===== src/rtl/rom_rd_pkg.sv =====
package rom_rd_pkg;

    typedef enum logic [2:0] {
        S_IDLE,
        S_SETUP,
        S_WAIT_OE,
        S_WAIT_DATA,
        S_CAPTURE,
        S_FLOAT
    } seq_state_e;

    // Whole cycles needed to cover a delay given in nanoseconds.
    function automatic int unsigned cyc_up(input int unsigned ns, input int unsigned per);
        return (ns + per - 1) / per;
    endfunction

    function automatic int unsigned max2(input int unsigned a, input int unsigned b);
        return (a > b) ? a : b;
    endfunction

    function automatic int unsigned t_acc_ns(input int unsigned grade);
        case (grade)
            0:       return 70;
            1:       return 90;
            default: return 120;
        endcase
    endfunction

    function automatic int unsigned t_oe_ns(input int unsigned grade);
        return (grade == 0) ? 30 : 35;
    endfunction

    function automatic int unsigned t_float_ns(input int unsigned grade);
        return (grade >= 2) ? 30 : 25;
    endfunction

endpackage


===== src/rtl/rom_strobe_seq.sv =====
module rom_strobe_seq
    import rom_rd_pkg::*;
#(
    parameter int unsigned ADDR_W  = 17,
    parameter int unsigned CNT_W   = 4,
    parameter int unsigned OE_AT   = 4,
    parameter int unsigned OE_CYC  = 4,
    parameter int unsigned FLT_CYC = 3
) (
    input  logic              clk,
    input  logic              rst,
    input  logic              req_valid,
    input  logic [ADDR_W-1:0] req_addr,
    input  logic              standby_due,
    output logic              idle,
    output logic              cap_en,
    output logic [ADDR_W-1:0] rom_addr,
    output logic              rom_ce_n,
    output logic              rom_oe_n
);

    typedef struct packed {
        seq_state_e        st;
        logic [CNT_W-1:0]  cnt;
        logic [ADDR_W-1:0] addr;
        logic              ce_n;
        logic              oe_n;
    } seq_t;

    seq_t q, d;

    always_comb begin
        d = q;
        case (q.st)
            S_IDLE: begin
                if (req_valid) begin
                    d.st   = S_SETUP;
                    d.addr = req_addr;
                    d.ce_n = 1'b0;
                end else if (standby_due) begin
                    d.ce_n = 1'b1;
                end
            end
            S_SETUP: begin
                d.st  = S_WAIT_OE;
                d.cnt = CNT_W'(OE_AT - 2);
            end
            S_WAIT_OE: begin
                if (q.cnt == '0) begin
                    d.st   = S_WAIT_DATA;
                    d.oe_n = 1'b0;
                    d.cnt  = CNT_W'(OE_CYC - 2);
                end else begin
                    d.cnt = q.cnt - 1'b1;
                end
            end
            S_WAIT_DATA: begin
                if (q.cnt == '0) d.st = S_CAPTURE;
                else             d.cnt = q.cnt - 1'b1;
            end
            S_CAPTURE: begin
                d.st   = S_FLOAT;
                d.oe_n = 1'b1;
                d.cnt  = CNT_W'(FLT_CYC - 1);
            end
            S_FLOAT: begin
                if (q.cnt == '0) d.st = S_IDLE;
                else             d.cnt = q.cnt - 1'b1;
            end
            default: d.st = S_IDLE;
        endcase
    end

    always_ff @(posedge clk) begin
        if (rst) begin
            q.st   <= S_IDLE;
            q.cnt  <= '0;
            q.addr <= '0;
            q.ce_n <= 1'b1;
            q.oe_n <= 1'b1;
        end else begin
            q <= d;
        end
    end

    assign idle     = (q.st == S_IDLE);
    assign cap_en   = (q.st == S_CAPTURE);
    assign rom_addr = q.addr;
    assign rom_ce_n = q.ce_n;
    assign rom_oe_n = q.oe_n;

endmodule


===== src/rtl/rom_standby_timer.sv =====
module rom_standby_timer #(
    parameter int unsigned STBY_CYC = 4,
    parameter int unsigned TMR_W    = 3
) (
    input  logic clk,
    input  logic rst,
    input  logic count_en,
    input  logic clear,
    output logic due
);

    typedef struct packed {
        logic [TMR_W-1:0] cnt;
    } tmr_t;

    tmr_t q, d;

    assign due = count_en && (q.cnt == TMR_W'(STBY_CYC - 1));

    always_comb begin
        d = q;
        if (clear || due)  d.cnt = '0;
        else if (count_en) d.cnt = q.cnt + 1'b1;
    end

    always_ff @(posedge clk) begin
        if (rst) q.cnt <= '0;
        else     q <= d;
    end

endmodule


===== src/rtl/rom_byte_capture.sv =====
module rom_byte_capture #(
    parameter int unsigned DATA_W = 8
) (
    input  logic              clk,
    input  logic              rst,
    input  logic              cap_en,
    input  logic [DATA_W-1:0] rom_data,
    output logic              rsp_valid,
    output logic [DATA_W-1:0] rsp_data
);

    typedef struct packed {
        logic              vld;
        logic [DATA_W-1:0] dat;
    } cap_t;

    cap_t q, d;

    always_comb begin
        d     = q;
        d.vld = cap_en;
        if (cap_en) d.dat = rom_data;
    end

    always_ff @(posedge clk) begin
        if (rst) begin
            q.vld <= 1'b0;
            q.dat <= '0;
        end else begin
            q <= d;
        end
    end

    assign rsp_valid = q.vld;
    assign rsp_data  = q.dat;

endmodule


===== src/rtl/rom_rd_ctrl.sv =====
module rom_rd_ctrl
    import rom_rd_pkg::*;
#(
    parameter int unsigned ADDR_W        = 17,
    parameter int unsigned DATA_W        = 8,
    parameter int unsigned CLK_PERIOD_NS = 10,
    parameter int unsigned SPEED_GRADE   = 0,
    parameter int unsigned STBY_CYC      = 4
) (
    input  logic              clk,
    input  logic              rst,
    input  logic              req_valid,
    input  logic [ADDR_W-1:0] req_addr,
    output logic              req_ready,
    output logic              rsp_valid,
    output logic [DATA_W-1:0] rsp_data,
    output logic [ADDR_W-1:0] rom_addr,
    output logic              rom_ce_n,
    output logic              rom_oe_n,
    input  logic [DATA_W-1:0] rom_data
);

    localparam int unsigned ACC_CYC = cyc_up(t_acc_ns(SPEED_GRADE), CLK_PERIOD_NS) + 1;
    localparam int unsigned OE_CYC  = cyc_up(t_oe_ns(SPEED_GRADE), CLK_PERIOD_NS) + 1;
    localparam int unsigned FLT_CYC = max2(cyc_up(t_float_ns(SPEED_GRADE), CLK_PERIOD_NS), 1);
    localparam int unsigned OE_AT   = max2(ACC_CYC - OE_CYC, 2);
    localparam int unsigned CNT_MAX = max2(OE_AT, max2(OE_CYC, FLT_CYC));
    localparam int unsigned CNT_W   = $clog2(CNT_MAX + 1);
    localparam int unsigned TMR_W   = $clog2(STBY_CYC + 1);

    logic idle;
    logic cap_en;
    logic standby_due;
    logic tmr_count;
    logic tmr_clear;

    rom_strobe_seq #(
        .ADDR_W (ADDR_W),
        .CNT_W  (CNT_W),
        .OE_AT  (OE_AT),
        .OE_CYC (OE_CYC),
        .FLT_CYC(FLT_CYC)
    ) u_seq (
        .clk        (clk),
        .rst        (rst),
        .req_valid  (req_valid),
        .req_addr   (req_addr),
        .standby_due(standby_due),
        .idle       (idle),
        .cap_en     (cap_en),
        .rom_addr   (rom_addr),
        .rom_ce_n   (rom_ce_n),
        .rom_oe_n   (rom_oe_n)
    );

    // Idle edges are counted only while the chip is selected and no request waits.
    assign tmr_count = idle && !rom_ce_n && !req_valid;
    assign tmr_clear = !idle;

    rom_standby_timer #(
        .STBY_CYC(STBY_CYC),
        .TMR_W   (TMR_W)
    ) u_tmr (
        .clk     (clk),
        .rst     (rst),
        .count_en(tmr_count),
        .clear   (tmr_clear),
        .due     (standby_due)
    );

    rom_byte_capture #(
        .DATA_W(DATA_W)
    ) u_cap (
        .clk      (clk),
        .rst      (rst),
        .cap_en   (cap_en),
        .rom_data (rom_data),
        .rsp_valid(rsp_valid),
        .rsp_data (rsp_data)
    );

    assign req_ready = idle;

endmodule


===== config.mk =====
export PLATFORM = sky130hd
export DESIGN_NAME = rom_rd_ctrl
export DESIGN_NICKNAME = d
export VERILOG_FILES = /design/src/rtl/rom_rd_pkg.sv /design/src/rtl/rom_strobe_seq.sv /design/src/rtl/rom_standby_timer.sv /design/src/rtl/rom_byte_capture.sv /design/src/rtl/rom_rd_ctrl.sv
export SDC_FILE = /design/constraint.sdc
export NUM_CORES = 1
export LEC_CHECK = 0
export BUFFER_PORTS_ARGS = -buffer_cell sky130_fd_sc_hd__buf_2
export CAP_MARGIN = 10
export CORE_MARGIN = 10
export CORE_UTILIZATION = 44
export CTS_CLUSTER_SIZE = 10
export DETAILED_ROUTE_END_ITERATION = 16
export PLACE_DENSITY = 0.74
export SLEW_MARGIN = 20
export SYNTH_ARGS = -nofsm -noshare
export SYNTH_HDL_FRONTEND = slang
export SYNTH_SLANG_ARGS = --single-unit

===== constraint.sdc =====
create_clock -name clk -period 1.82 [get_ports clk]
set_input_delay 0.273 -clock clk [delete_from_list [all_inputs] [get_ports clk]]
set_output_delay 0.273 -clock clk [all_outputs]
set_load 0.02 [all_outputs]

==> key figures <==
Global routing
  – Pin count of the biggest net entering global routing: 38
  – GRT Total Usage: 10.6%
  – GRT overflow: 0
  – Antenna violations before repair: 0
  – First-pass GRT wire length: 5700 um
  – Vias in the first global route: 1257

Clock network
  – Clock-pin transition on the worst setup and hold timing paths: 0.07 ns
  – Hold-fix buffers, CTS: 0
  – Clk root buf: clkbuf_8
  – Clock Sinks: 37
  – Clk Latency, worst-skew pair: 0.28 ns
  – TritonCTS buffer count: 5
  – CTS tree: yes
  – H-tree depth: 2
  – Clock Path Buffers: 2

Cells and area
  – Nets@finish: 278
  – Fillers: 352
  – Area occupied by registers: 742 sq um
  – Final Core Density: 54.5%
  – Synth-to-layout area growth: 20.8%
  – Layout cells sized above 1: 30.9%
  – Multi-input logic area: 702 sq um
  – ANT cells: 0

Timing
  – Max-slew headroom: 54.9%
  – Final setup viols: 0
  – Fin crit share: 93.7%
  – Fin worst setup slack: 0.114 ns
  – Unrepaired setup endpoints after global routing: false
  – Max Clock Freq: 586 MHz
  – Slew @ Worst Pin: 0.677 ns
  – Total negative slack: 0 ns
  – Final hold vios: 0
  – Tmin final: 1.71 ns
  – Clk_skew: 0.00366 ns
  – Final Slew Violations: 0

Critical path
  – R2r setup slk: 0.11 ns
  – Data required, critical path: 2.02 ns
  – Worst setup SP type: flop
  – Crit Path Category: reg2reg
  – Reg2reg start: u_seq.q[24]$_SDFFE_PP0P_
  – RR Endpoint: u_tmr.q[1]$_SDFFE_PP0P_
  – Crit end category: flop
  – Reg2reg path depth: 4
  – CP max FO: 6
  – CP arrival: 1.91 ns

Worst hold path
  – Hold path depth: 3
  – Worst Hold Class: in2reg
  – Hold Path End: u_seq.rom_addr[4]$_SDFFE_PP0P_
  – Hold_sp: req_addr[4]

Logic synthesis
  – Ys flop type: dfxtp_1
  – Top cell type by total area after synthesis: dfxtp_1
  – Gate Count Post-Synth: 203
  – Most instantiated cells after synthesis: 58 x nand2_1, 37 x dfxtp_1, 29 x a21oi_1, 17 x buf_4
  – Most frequent cell after synthesis: nand2_1
  – Seq/Total Area, Yosys: 45.2%
  – Async S/R FF share, synth: 0%
  – Synth Area per Inst: 8.07 sq um
  – Net Count, Synth: 235
  – Synth Cell Area: 1640 sq um
  – Yosys warns: 0
  – Synth top area cells: dfxtp_1 45%, nand2_1 13%, a21oi_1 8.9%, buf_4 7.8%, ha_1 3.1%
  – Post-synth EDFFs: 0
  – Yosys reg bits: 37
  – Share of the synthesized area in the top cell type: 45.2%
  – Synth cell types: 33

Routing
  – Total wire length: 3570 um
  – Vias/cell: 4.79
  – First drt pass iteration count: 4
  – DRC viols: 0
  – First-iteration detailed-routing DRC count: 35
  – DRT antenna net count: 0
  – Vias: 1408
  – Met3 wire len: 375 um
  – Met2 wire len: 1670 um
  – Routed wire per std cell: 12.1 um
  – Met1 wire length: 1510 um
  – Top layer in use: met4

Run
  – Max-Cap Viols: 0

Floorplanning
  – Die height: 81.0 um
  – Die W: 81.0 um
  – # IOs: 57
  – Core ar.: 3630 sq um
  – Die footprint: 6570 sq um
  – Rows: 22
  – Starting Density: 45.1%

Place
  – Worst slack at placement: 0.0690 ns
  – Routability Congestion: 0.755
  – PortBufs: 56
  – Detailed placement HPWL: 2620 um

Power and ir drop
  – Power Dens Cells: 1110 nW/um^2
  – LEAKAGE: 0.866 nW
  – VDD IR max: 0.464 mV

Run status
  – Status: completed
## layer usage
layer  up-vias  global-route usage, %
met5         -                      0
met4         0                   4.15
met3         2                   4.75
met2        47                   16.7
met1       614                   12.3
li1        745                      -
## worst max-delay path by stage
stage	end	startpoint	slack (ns)	cells past startpoint
finish	u_tmr.q[1]$_SDFFE_PP0P_	u_seq.q[24]$_SDFFE_PP0P_	0.11	4
global route	u_seq.q[22]$_SDFFE_PP0P_	u_seq.q[19]$_SDFFE_PP0P_	0.02	5
CTS	u_seq.q[19]$_SDFFE_PP0P_	u_seq.q[19]$_SDFFE_PP0P_	0.04	6
detailed placement	u_seq.q[19]$_SDFFE_PP0P_	u_seq.q[19]$_SDFFE_PP0P_	0.07	6
global placement	u_seq.q[19]$_SDFFE_PP0P_	u_seq.q[19]$_SDFFE_PP0P_	0.11	6
floorplan	u_tmr.q[1]$_SDFFE_PP0P_	u_seq.q[22]$_SDFFE_PP0P_	0.02	5
## power breakdown
| part | internal (mW) | switching, mW |
|---|---|---|
| Combinational | 0.236 | 0.363 |
| Clock | 0.398 | 0.270 |
| Sequential | 0.892 | 0.0438 |
| Total | 1.53 | 0.677 |
## cells in the final DEF, fill, tap and decap left out, types with 2 or more instances in the layout
master and n:
a311oi_1 2, a211oi_1 3, nor4_1 2, or3_1 3
buf_4 6, ha_1 3, a31oi_1 2, o21bai_1 2
nor3_1 2, nand2_1 58, dfxtp_1 36, buf_2 56
inv_1 7, clkbuf_8 5, a21oi_1 29, o21ai_0 3
nor2_1 7
## flip-flops by register name, summed over array words and instances, names as in the netlist
name and cells:
u_cap.rsp_data 8, u_cap.rsp_valid 1, u_seq.q 6, u_seq.rom_addr 17, u_tmr.q 3, u_seq.rom_ce_n 1, u_seq.rom_oe_n 1
## cell type report
class,instances,share of cell area (%)
multi-input cells,132,35.5
clock inverters,2,1.77
well taps,48,3.03
clock buffers,5,3.48
inverters,7,1.33
repair buffers,63,17.4
flip-flops and latches,37,37.5
## stage by stage
step / power, mW / cell area [sq um] / instances / hold slack [ns]
floorplan: 1.40 / 1640 / 203 / 0.409
global placement: 1.54 / 1870 / 287 / 0.439
detailed placement: 1.55 / 1870 / 287 / 0.444
CTS: 2.22 / 1970 / 294 / 0.213
global route: 2.33 / 1980 / 294 / 0.214
finish: 2.20 / 1980 / 294 / 0.219
## worst max-delay path: stages, from the launching register on
cell	delay, ns
dfxtp_1	0.31
or3_1	0.38
or3_4	0.36
or3b_1	0.37
a211oi_2	0.21
## repair_timing
item,in CTS,in global routing
setup buffers,0,0
setup endpoints to repair,0,1
gates resized for setup,0,3
hold endpoints to repair,0,0
## kinds of logic after synthesis
group	after synthesis	synth area share, %
AND/OR/NAND/NOR	81	21.8
AO/OA/AOI/OAI	45	16.3
flip-flops	37	45.2
buffers and inverters	34	12.5
adder cells (fa/ha/maj)	5	3.66
multiplexers	1	0.611
Note: power is estimated with default switching activity, not from simulation.
